--- src/rtl/dspif_pkg.sv ---
// Package: shared layout constants for the DSP control/interrupt word.
// Assumes a 16-bit word with three interrupt sources, each source's mask
// placed immediately above its status bit.
package dspif_pkg;

    localparam int REG_W     = 16;
    localparam int NUM_SRC   = 3;
    localparam int N_CTL     = 4;
    localparam int SRC_BASE  = 3;
    localparam int BIT_BUSY  = 9;
    localparam int BIT_RST   = 0;
    localparam int BIT_HALT  = 2;
    localparam logic [REG_W-1:0] RSV_BITS = 16'hF400;

    // Status bit position of source i (0 = DSP, 1 = aux DMA, 2 = audio DMA).
    function automatic int stat_pos(input int i);
        return SRC_BASE + 2 * i;
    endfunction

    // Mask bit position of source i: directly above its status bit.
    function automatic int mask_pos(input int i);
        return SRC_BASE + 2 * i + 1;
    endfunction

    // Position of plain control bit k: reset, assert, halt, init.
    function automatic int ctl_pos(input int k);
        case (k)
            0:       return 0;
            1:       return 1;
            2:       return 2;
            default: return 11;
        endcase
    endfunction

endpackage

--- src/rtl/dspif_src_cell.sv ---
// Module: one interrupt source slice of the control word: a status bit that
// is set by an event and cleared by writing 1, plus its enable mask.
// Assumes the event input is synchronous to clk; an event beats a clear.
module dspif_src_cell (
    input  logic clk,
    input  logic rst_n,
    input  logic wr_en,
    input  logic wr_clr,
    input  logic wr_mask,
    input  logic event_in,
    output logic stat_q,
    output logic mask_q,
    output logic req
);

    // Status bit: an event sets it, a written 1 clears it, and the event wins.
    always_ff @(posedge clk) begin
        if (!rst_n) begin
            stat_q <= 1'b0;
        end else if (event_in) begin
            stat_q <= 1'b1;
        end else if (wr_en && wr_clr) begin
            stat_q <= 1'b0;
        end
    end

    // Mask bit: takes the written value.
    always_ff @(posedge clk) begin
        if (!rst_n) begin
            mask_q <= 1'b0;
        end else if (wr_en) begin
            mask_q <= wr_mask;
        end
    end

    // This source requests an interrupt when it is flagged and enabled.
    assign req = stat_q & mask_q;

endmodule

--- src/rtl/dspif_ctl_cell.sv ---
// Module: one plain read/write control bit with a chosen reset value.
// Assumes writes are single-cycle strobes.
module dspif_ctl_cell #(
    parameter logic RST_VAL = 1'b0
) (
    input  logic clk,
    input  logic rst_n,
    input  logic wr_en,
    input  logic wr_bit,
    output logic q
);

    // Load the written value; go to RST_VAL on reset.
    always_ff @(posedge clk) begin
        if (!rst_n) begin
            q <= RST_VAL;
        end else if (wr_en) begin
            q <= wr_bit;
        end
    end

endmodule

--- src/rtl/dspif_side_regs.sv ---
// Module: side outputs of the control word: the registered mirror of the
// aux DMA busy level, the audio-DMA clear pulse, and the sticky
// reserved-write flag.
// Assumes aux_busy is synchronous to clk.
module dspif_side_regs #(
    parameter int                 W   = 16,
    parameter logic [W-1:0]       RSV = 16'hF400
) (
    input  logic         clk,
    input  logic         rst_n,
    input  logic         wr_en,
    input  logic [W-1:0] wr_data,
    input  logic         rst_bit,
    input  logic         aux_busy,
    output logic         busy_q,
    output logic         clr_q,
    output logic         err_q
);

    // Mirror the busy level one edge late.
    always_ff @(posedge clk) begin
        if (!rst_n) begin
            busy_q <= 1'b0;
        end else begin
            busy_q <= aux_busy;
        end
    end

    // Pulse for one cycle after a write that sets the DSP reset bit.
    always_ff @(posedge clk) begin
        if (!rst_n) begin
            clr_q <= 1'b0;
        end else begin
            clr_q <= wr_en && rst_bit;
        end
    end

    // Sticky flag for any write with 1s in the reserved positions.
    always_ff @(posedge clk) begin
        if (!rst_n) begin
            err_q <= 1'b0;
        end else if (wr_en && ((wr_data & RSV) != '0)) begin
            err_q <= 1'b1;
        end
    end

endmodule

--- src/rtl/dspif_ctrl_reg.sv ---
// Module: top of the DSP control/interrupt word. Builds three source
// slices and four control bits, assembles the read word and drives the
// combined interrupt line.
// Assumes single-cycle write strobes; reserved bits are not stored.
module dspif_ctrl_reg
    import dspif_pkg::*;
#(
    parameter int               DATA_W   = REG_W,
    parameter logic [DATA_W-1:0] RSV_MASK = RSV_BITS,
    parameter logic             HALT_RST = 1'b1
) (
    input  logic              clk,
    input  logic              rst_n,
    input  logic              wr_en,
    input  logic [DATA_W-1:0] wr_data,
    input  logic              ev_dsp,
    input  logic              ev_aux,
    input  logic              ev_audio,
    input  logic              aux_busy,
    output logic [DATA_W-1:0] rd_data,
    output logic              irq,
    output logic              adma_clr,
    output logic              pad_err
);

    logic [NUM_SRC-1:0] ev_vec;
    logic [NUM_SRC-1:0] stat_q;
    logic [NUM_SRC-1:0] mask_q;
    logic [NUM_SRC-1:0] req_vec;
    logic [N_CTL-1:0]   ctl_q;
    logic               busy_q;
    logic [DATA_W-1:0]  rd_word;

    assign ev_vec = {ev_audio, ev_aux, ev_dsp};

    // One slice per interrupt source.
    for (genvar i = 0; i < NUM_SRC; i++) begin : g_src
        dspif_src_cell u_src (
            .clk      (clk),
            .rst_n    (rst_n),
            .wr_en    (wr_en),
            .wr_clr   (wr_data[stat_pos(i)]),
            .wr_mask  (wr_data[mask_pos(i)]),
            .event_in (ev_vec[i]),
            .stat_q   (stat_q[i]),
            .mask_q   (mask_q[i]),
            .req      (req_vec[i])
        );
    end

    // Plain control bits; only halt comes out of reset set.
    for (genvar k = 0; k < N_CTL; k++) begin : g_ctl
        dspif_ctl_cell #(
            .RST_VAL((ctl_pos(k) == BIT_HALT) ? HALT_RST : 1'b0)
        ) u_ctl (
            .clk    (clk),
            .rst_n  (rst_n),
            .wr_en  (wr_en),
            .wr_bit (wr_data[ctl_pos(k)]),
            .q      (ctl_q[k])
        );
    end

    dspif_side_regs #(
        .W   (DATA_W),
        .RSV (RSV_MASK)
    ) u_side (
        .clk      (clk),
        .rst_n    (rst_n),
        .wr_en    (wr_en),
        .wr_data  (wr_data),
        .rst_bit  (wr_data[BIT_RST]),
        .aux_busy (aux_busy),
        .busy_q   (busy_q),
        .clr_q    (adma_clr),
        .err_q    (pad_err)
    );

    // Assemble the read word; reserved positions stay 0.
    always_comb begin
        rd_word = '0;
        for (int k = 0; k < N_CTL; k++) begin
            rd_word[ctl_pos(k)] = ctl_q[k];
        end
        for (int i = 0; i < NUM_SRC; i++) begin
            rd_word[stat_pos(i)] = stat_q[i];
            rd_word[mask_pos(i)] = mask_q[i];
        end
        rd_word[BIT_BUSY] = busy_q;
    end

    assign rd_data = rd_word;

    // Combined interrupt: any source that is flagged and enabled.
    assign irq = |req_vec;

endmodule

--- config.mk ---
export PLATFORM = sky130hd
export DESIGN_NAME = dspif_ctrl_reg
export DESIGN_NICKNAME = d
export VERILOG_FILES = /design/src/rtl/dspif_pkg.sv /design/src/rtl/dspif_src_cell.sv /design/src/rtl/dspif_ctl_cell.sv /design/src/rtl/dspif_side_regs.sv /design/src/rtl/dspif_ctrl_reg.sv
export SDC_FILE = /design/constraint.sdc
export NUM_CORES = 1
export LEC_CHECK = 0
export ABC_CLOCK_PERIOD_IN_PS = 2270
export BUFFER_PORTS_ARGS = -buffer_cell sky130_fd_sc_hd__buf_2
export CAP_MARGIN = 20
export CORE_UTILIZATION = 42
export DETAILED_ROUTE_END_ITERATION = 8
export PLACE_DENSITY = 0.81
export SYNTH_ARGS = -nofsm -noshare
export SYNTH_HDL_FRONTEND = slang
export SYNTH_SLANG_ARGS = --single-unit
--- constraint.sdc ---
create_clock -name clk -period 2.27 [get_ports clk]
set_input_delay 0.3405 -clock clk [delete_from_list [all_inputs] [get_ports clk]]
set_output_delay 0.3405 -clock clk [all_outputs]
set_load 0.05 [all_outputs]
Word-level counts from Yosys, hierarchy flattened --
Cells that the tools add are included.
Word-level totals: flip-flop bits (word level) 13, bits in latches 0, memory bits (writable) 0, memory bits (read-only) 0, bits of input ports 23, output and inout bits 19, logic and storage cells 32, memories 0
Operators by class: add/sub/neg operators 0, multiply operators 0, divide/modulo/power cells 0, order comparisons 0, equality and inequality tests 0, shift operators 0, muxes and demuxes 6, bitwise operators 3, reductions and logical operators 10
Operators with widths (count):
- $reduce_bool A16 Y1 | 1
- $mux W1 | 6
- $reduce_bool A2 Y1 | 3
- $logic_and A1 B1 Y1 | 5
- $and A1 B1 Y1 | 3
- $reduce_or A3 Y1 | 1

Logic depth before layout (Yosys ltp) --
depth in word-level cells 3, mapped depth 3, depth with buffers taken out 2

Cells and area by module --
A second synthesis with hierarchy kept.
Unflattened totals: cell total of the unflattened synthesis 53, area, all modules 529.3 um2
Modules (own cells, without submodules):
- dspif_src_cell | times used 3, cells each 8, area each 77.6 um2, seq. area each 40.0 um2
- dspif_ctl_cell at g_ctl[0].u_ctl ... | times used 3, cells each 3, area each 36.3 um2, seq. area each 20.0 um2
- dspif_side_regs | times used 1, cells each 9, area each 98.8 um2, seq. area each 60.1 um2
- dspif_ctrl_reg | times used 1, cells each 8, area each 55.1 um2, seq. area each 0.0 um2
- dspif_ctl_cell at g_ctl[2].u_ctl | times used 1, cells each 3, area each 33.8 um2, seq. area each 20.0 um2

Least setup slack after synthesis --
OpenSTA, ideal clock, no wires.
path type reg2out, from register g_src[2].u_src.mask_q, to output irq, arrival 0.870 ns, slack 1.059 ns, cell stages (with the launch flop) 3, path buffers 0, path through dfxtp_1 -> a222oi_1 -> inv_1
Between the ends: word-level cells in the longest chain between the ends 2
Ends and longest elaborated chain:
- from (decl) | line dspif_src_cell.sv:12 | output logic mask_q,
- from (signal assigned) | line dspif_src_cell.sv:32 | mask_q <= wr_mask;
- $and A1 B1 Y1 | line dspif_src_cell.sv:37 | assign req = stat_q & mask_q;
- $reduce_or A3 Y1 | line dspif_ctrl_reg.sv:95 | assign irq = |req_vec;
- to (decl) | line dspif_ctrl_reg.sv:21 | output logic irq,
Every way passes these cells.

Worst setup path in the final report --
Ends and elaborated chain as after synthesis.

==> metrics.md <==
| Metric | Value |
|---|---|
| H-tree levels | 1 |
| Number of global-route vias before repair | 296 |
| Post-route clock period utilization | 0.6781 |
| TNS Setup | 0 ns |
| Number of register bits inferred by synthesis | 13 |
| Synth Warn # | 0 |
| Final setup violating endpoints | 0 |
| CTS tree | done |
| Kind of critical path | reg -> out |
| Hold Violations, Final | 0 |
| Arrival time at the worst endpoint | 1.20 ns |
| Die Y | 39.90 µm |
| Outcome | finished, final reports clean |
| # hold bufs at CTS | 0 |
| Ports | 42 |
| Area fraction of the dominant cell type after synthesis | 0.4315 |
| Leading cell type in the layout, fill and taps excluded | sky130_fd_sc_hd__buf_2 |
| Final nets | 109 |
| Total standard cell area after synthesis | 603.1 µm² |
| Fraction of layout cells with a size suffix above 1 | 0.4471 |
| Cts bufs inserted | 3 |
| Maxcap violations | 0 |
| Area enclosed by the die boundary | 0.001592 mm² |
| Most used DFF post-synth | sky130_fd_sc_hd__dfxtp_1 |
| Async SR Flop Fraction | 0 |
| Root Buffer | sky130_fd_sc_hd__clkbuf_4 |
| Static leakage | 0.3792 nW |
| Required time reported for the critical path endpoint | 1.93 ns |
| Aggregate global-route resource usage | 0.1209 |
| Most area-consuming cells after synthesis | sky130_fd_sc_hd__dfxtp_1, sky130_fd_sc_hd__buf_4, sky130_fd_sc_hd__mux2i_1 |
| Cell Count, Final, Fillers Out | 100 |
| Resize count post-CTS | 0 |
| Cell area power density | 736.7 mW/mm² |
| Synth Area per Inst | 10.05 µm² |
| Number of synthesized flops with an enable pin | 0 |
| Nature of the critical path endpoint | output pin |
| Final global-route overflow total | 0 |
| Count of mapped cells out of synthesis | 60 |
| Routed length per placed instance | 9.790 µm |
| Most frequent cells in the layout | sky130_fd_sc_hd__buf_2, sky130_fd_sc_hd__dfxtp_1, sky130_fd_sc_hd__mux2i_1 |
| Half-perimeter wire length after placement | 780.8 µm |
| RSZ-0062 raised after global routing | false |
| Vias per cell | 4.550 |
| First-pass detailed-route iteration total | 4 |
| Min-Delay Path Class | in -> reg |
| Placeable core area | 0.001318 mm² |
| Initial Utilization | 0.4577 |
| Later-pin clock latency in the skew report | 0.26 ns |
| CTS clk-pin slew, worst paths | 0.07 ns |
| Initial antenna violation count | 0 |
| DRC violations left | 0 |
| Post-synth top area cell | sky130_fd_sc_hd__dfxtp_1 |
| Overall via count from detail_route | 455 |
| Count of unique library cells instantiated by Yosys | 18 |
| # diodes | 0 |
| Post-CTS Setup Inserts | 0 |
| Floorplan die width | 39.90 µm |
| Detailed Route Iter0 Violations | 1 |
| Wire length of the first global-routing pass | 1207 µm |
| Maximum ir drop on the vdd rail | 0.0003180 V |
| Maximum number of pins on one net before global-route repair | 14 |
| Clock sink total | 13 |
| Maximum count of clock buffers along a single path | 2 |
| DP Cell Count | 96 |
| Post-layout min period | 1.539 ns |
| Pins over their slew limit | 0 |
| Final weighted congestion in routability-driven placement | 0.5537 |
| Fmax | 0.6496 GHz |
| Final Skew | 0 ns |
| Area growth from synthesis to layout | 16.39% |
| Sequential area share after synthesis | 0.4315 |
| Input/output buffers | 35 |
| Detailed Route WL | 979 µm |
| Number of antenna-violating nets in the routed design | 0 |
| Row cnt | 13 |
| Critical path peak fanout | 3 |
| Total power draw | 0.5171 mW |
| Critical Path Source Type | register |
[final cells by class]
cell class / count / area (µm²)
Clock buffer: 4 / 26.28
Sequential cell: 13 / 260.3
Fill cell: 138 / 615.6
Tap cell: 15 / 18.77
Multi-Input combinational cell: 32 / 217.7
Timing Repair Buffer: 35 / 175.2
Inverter: 1 / 3.754
[worst max-delay path, cell delays in order (launching register included)]
cell	delay (ns)
sky130_fd_sc_hd__dfxtp_1	0.33
sky130_fd_sc_hd__a222oi_1	0.33
sky130_fd_sc_hd__inv_1	0.06
sky130_fd_sc_hd__buf_2	0.21
[logic make-up (layout without fill, tap and decap cells)]
| family | after synthesis | count (layout) | synth area share |
|---|---|---|---|
| other cells | 1 | 5 | 0.006218 |
| compound gates | 9 | 9 | 0.1079 |
| simple gates | 11 | 11 | 0.1058 |
| buf+inv | 19 | 40 | 0.2324 |
| mux | 7 | 7 | 0.1162 |
| flops | 13 | 13 | 0.4315 |
[worst paths after layout]
check | endpoint | from | cells after the start | slack, ns
max | irq | g_src[2].u_src.mask_q | 3 | 0.73
min | g_src[2].u_src.stat_q | ev_audio | 2 | 0.28
max reg2reg | u_side.err_q | u_side.err_q | 2 | 1.41
min reg2reg | g_ctl[2].u_ctl.q | g_ctl[2].u_ctl.q | 2 | 0.49
[cell usage after synthesis, types with 3 or more instances]
cell type / number
sky130_fd_sc_hd__a21boi_0: 3
sky130_fd_sc_hd__buf_4: 16
sky130_fd_sc_hd__dfxtp_1: 13
sky130_fd_sc_hd__mux2i_1: 7
sky130_fd_sc_hd__nor2b_1: 6
sky130_fd_sc_hd__o21a_1: 3
[state kept, by name, summed over array words and instances, names as in the netlist]
name / flops
g_ctl.u_ctl.q: 4
g_src.u_src.mask_q: 3
g_src.u_src.stat_q: 3
u_side.busy_q: 1
u_side.clr_q: 1
u_side.err_q: 1
[metal layers]
| metal | global-route usage | vias up | routed length [µm] |
|---|---|---|---|
| li1 | - | 231 | - |
| met1 | 0.1130 | 196 | 396 |
| met2 | 0.2218 | 28 | 503 |
| met3 | 0.01705 | 0 | 79 |
| met4 | 0.1034 | 0 | 0 |
| met5 | 0 | - | 0 |
[through the flow]
stage                     hold WS, ns    util  instance area, µm²  setup WS [ns]
final                          0.2807  0.5328               701.9         0.7307
after global routing           0.2741  0.5328               701.9         0.6538
after CTS                      0.2712  0.5328               701.9         0.7090
after detailed placement       0.4576  0.5128               675.6          1.010
after global placement         0.4520  0.5128               675.6          1.044
after floorplan                0.4421       -               618.1          1.059
[where the power goes]
group	total [mW]	internal, mW	switching, mW
logic	0.133	0.0381	0.0954
clock network	0.134	0.0678	0.0660
registers	0.250	0.242	0.00773
total	0.517	0.348	0.169
Power figures use the tool's default switching activity.
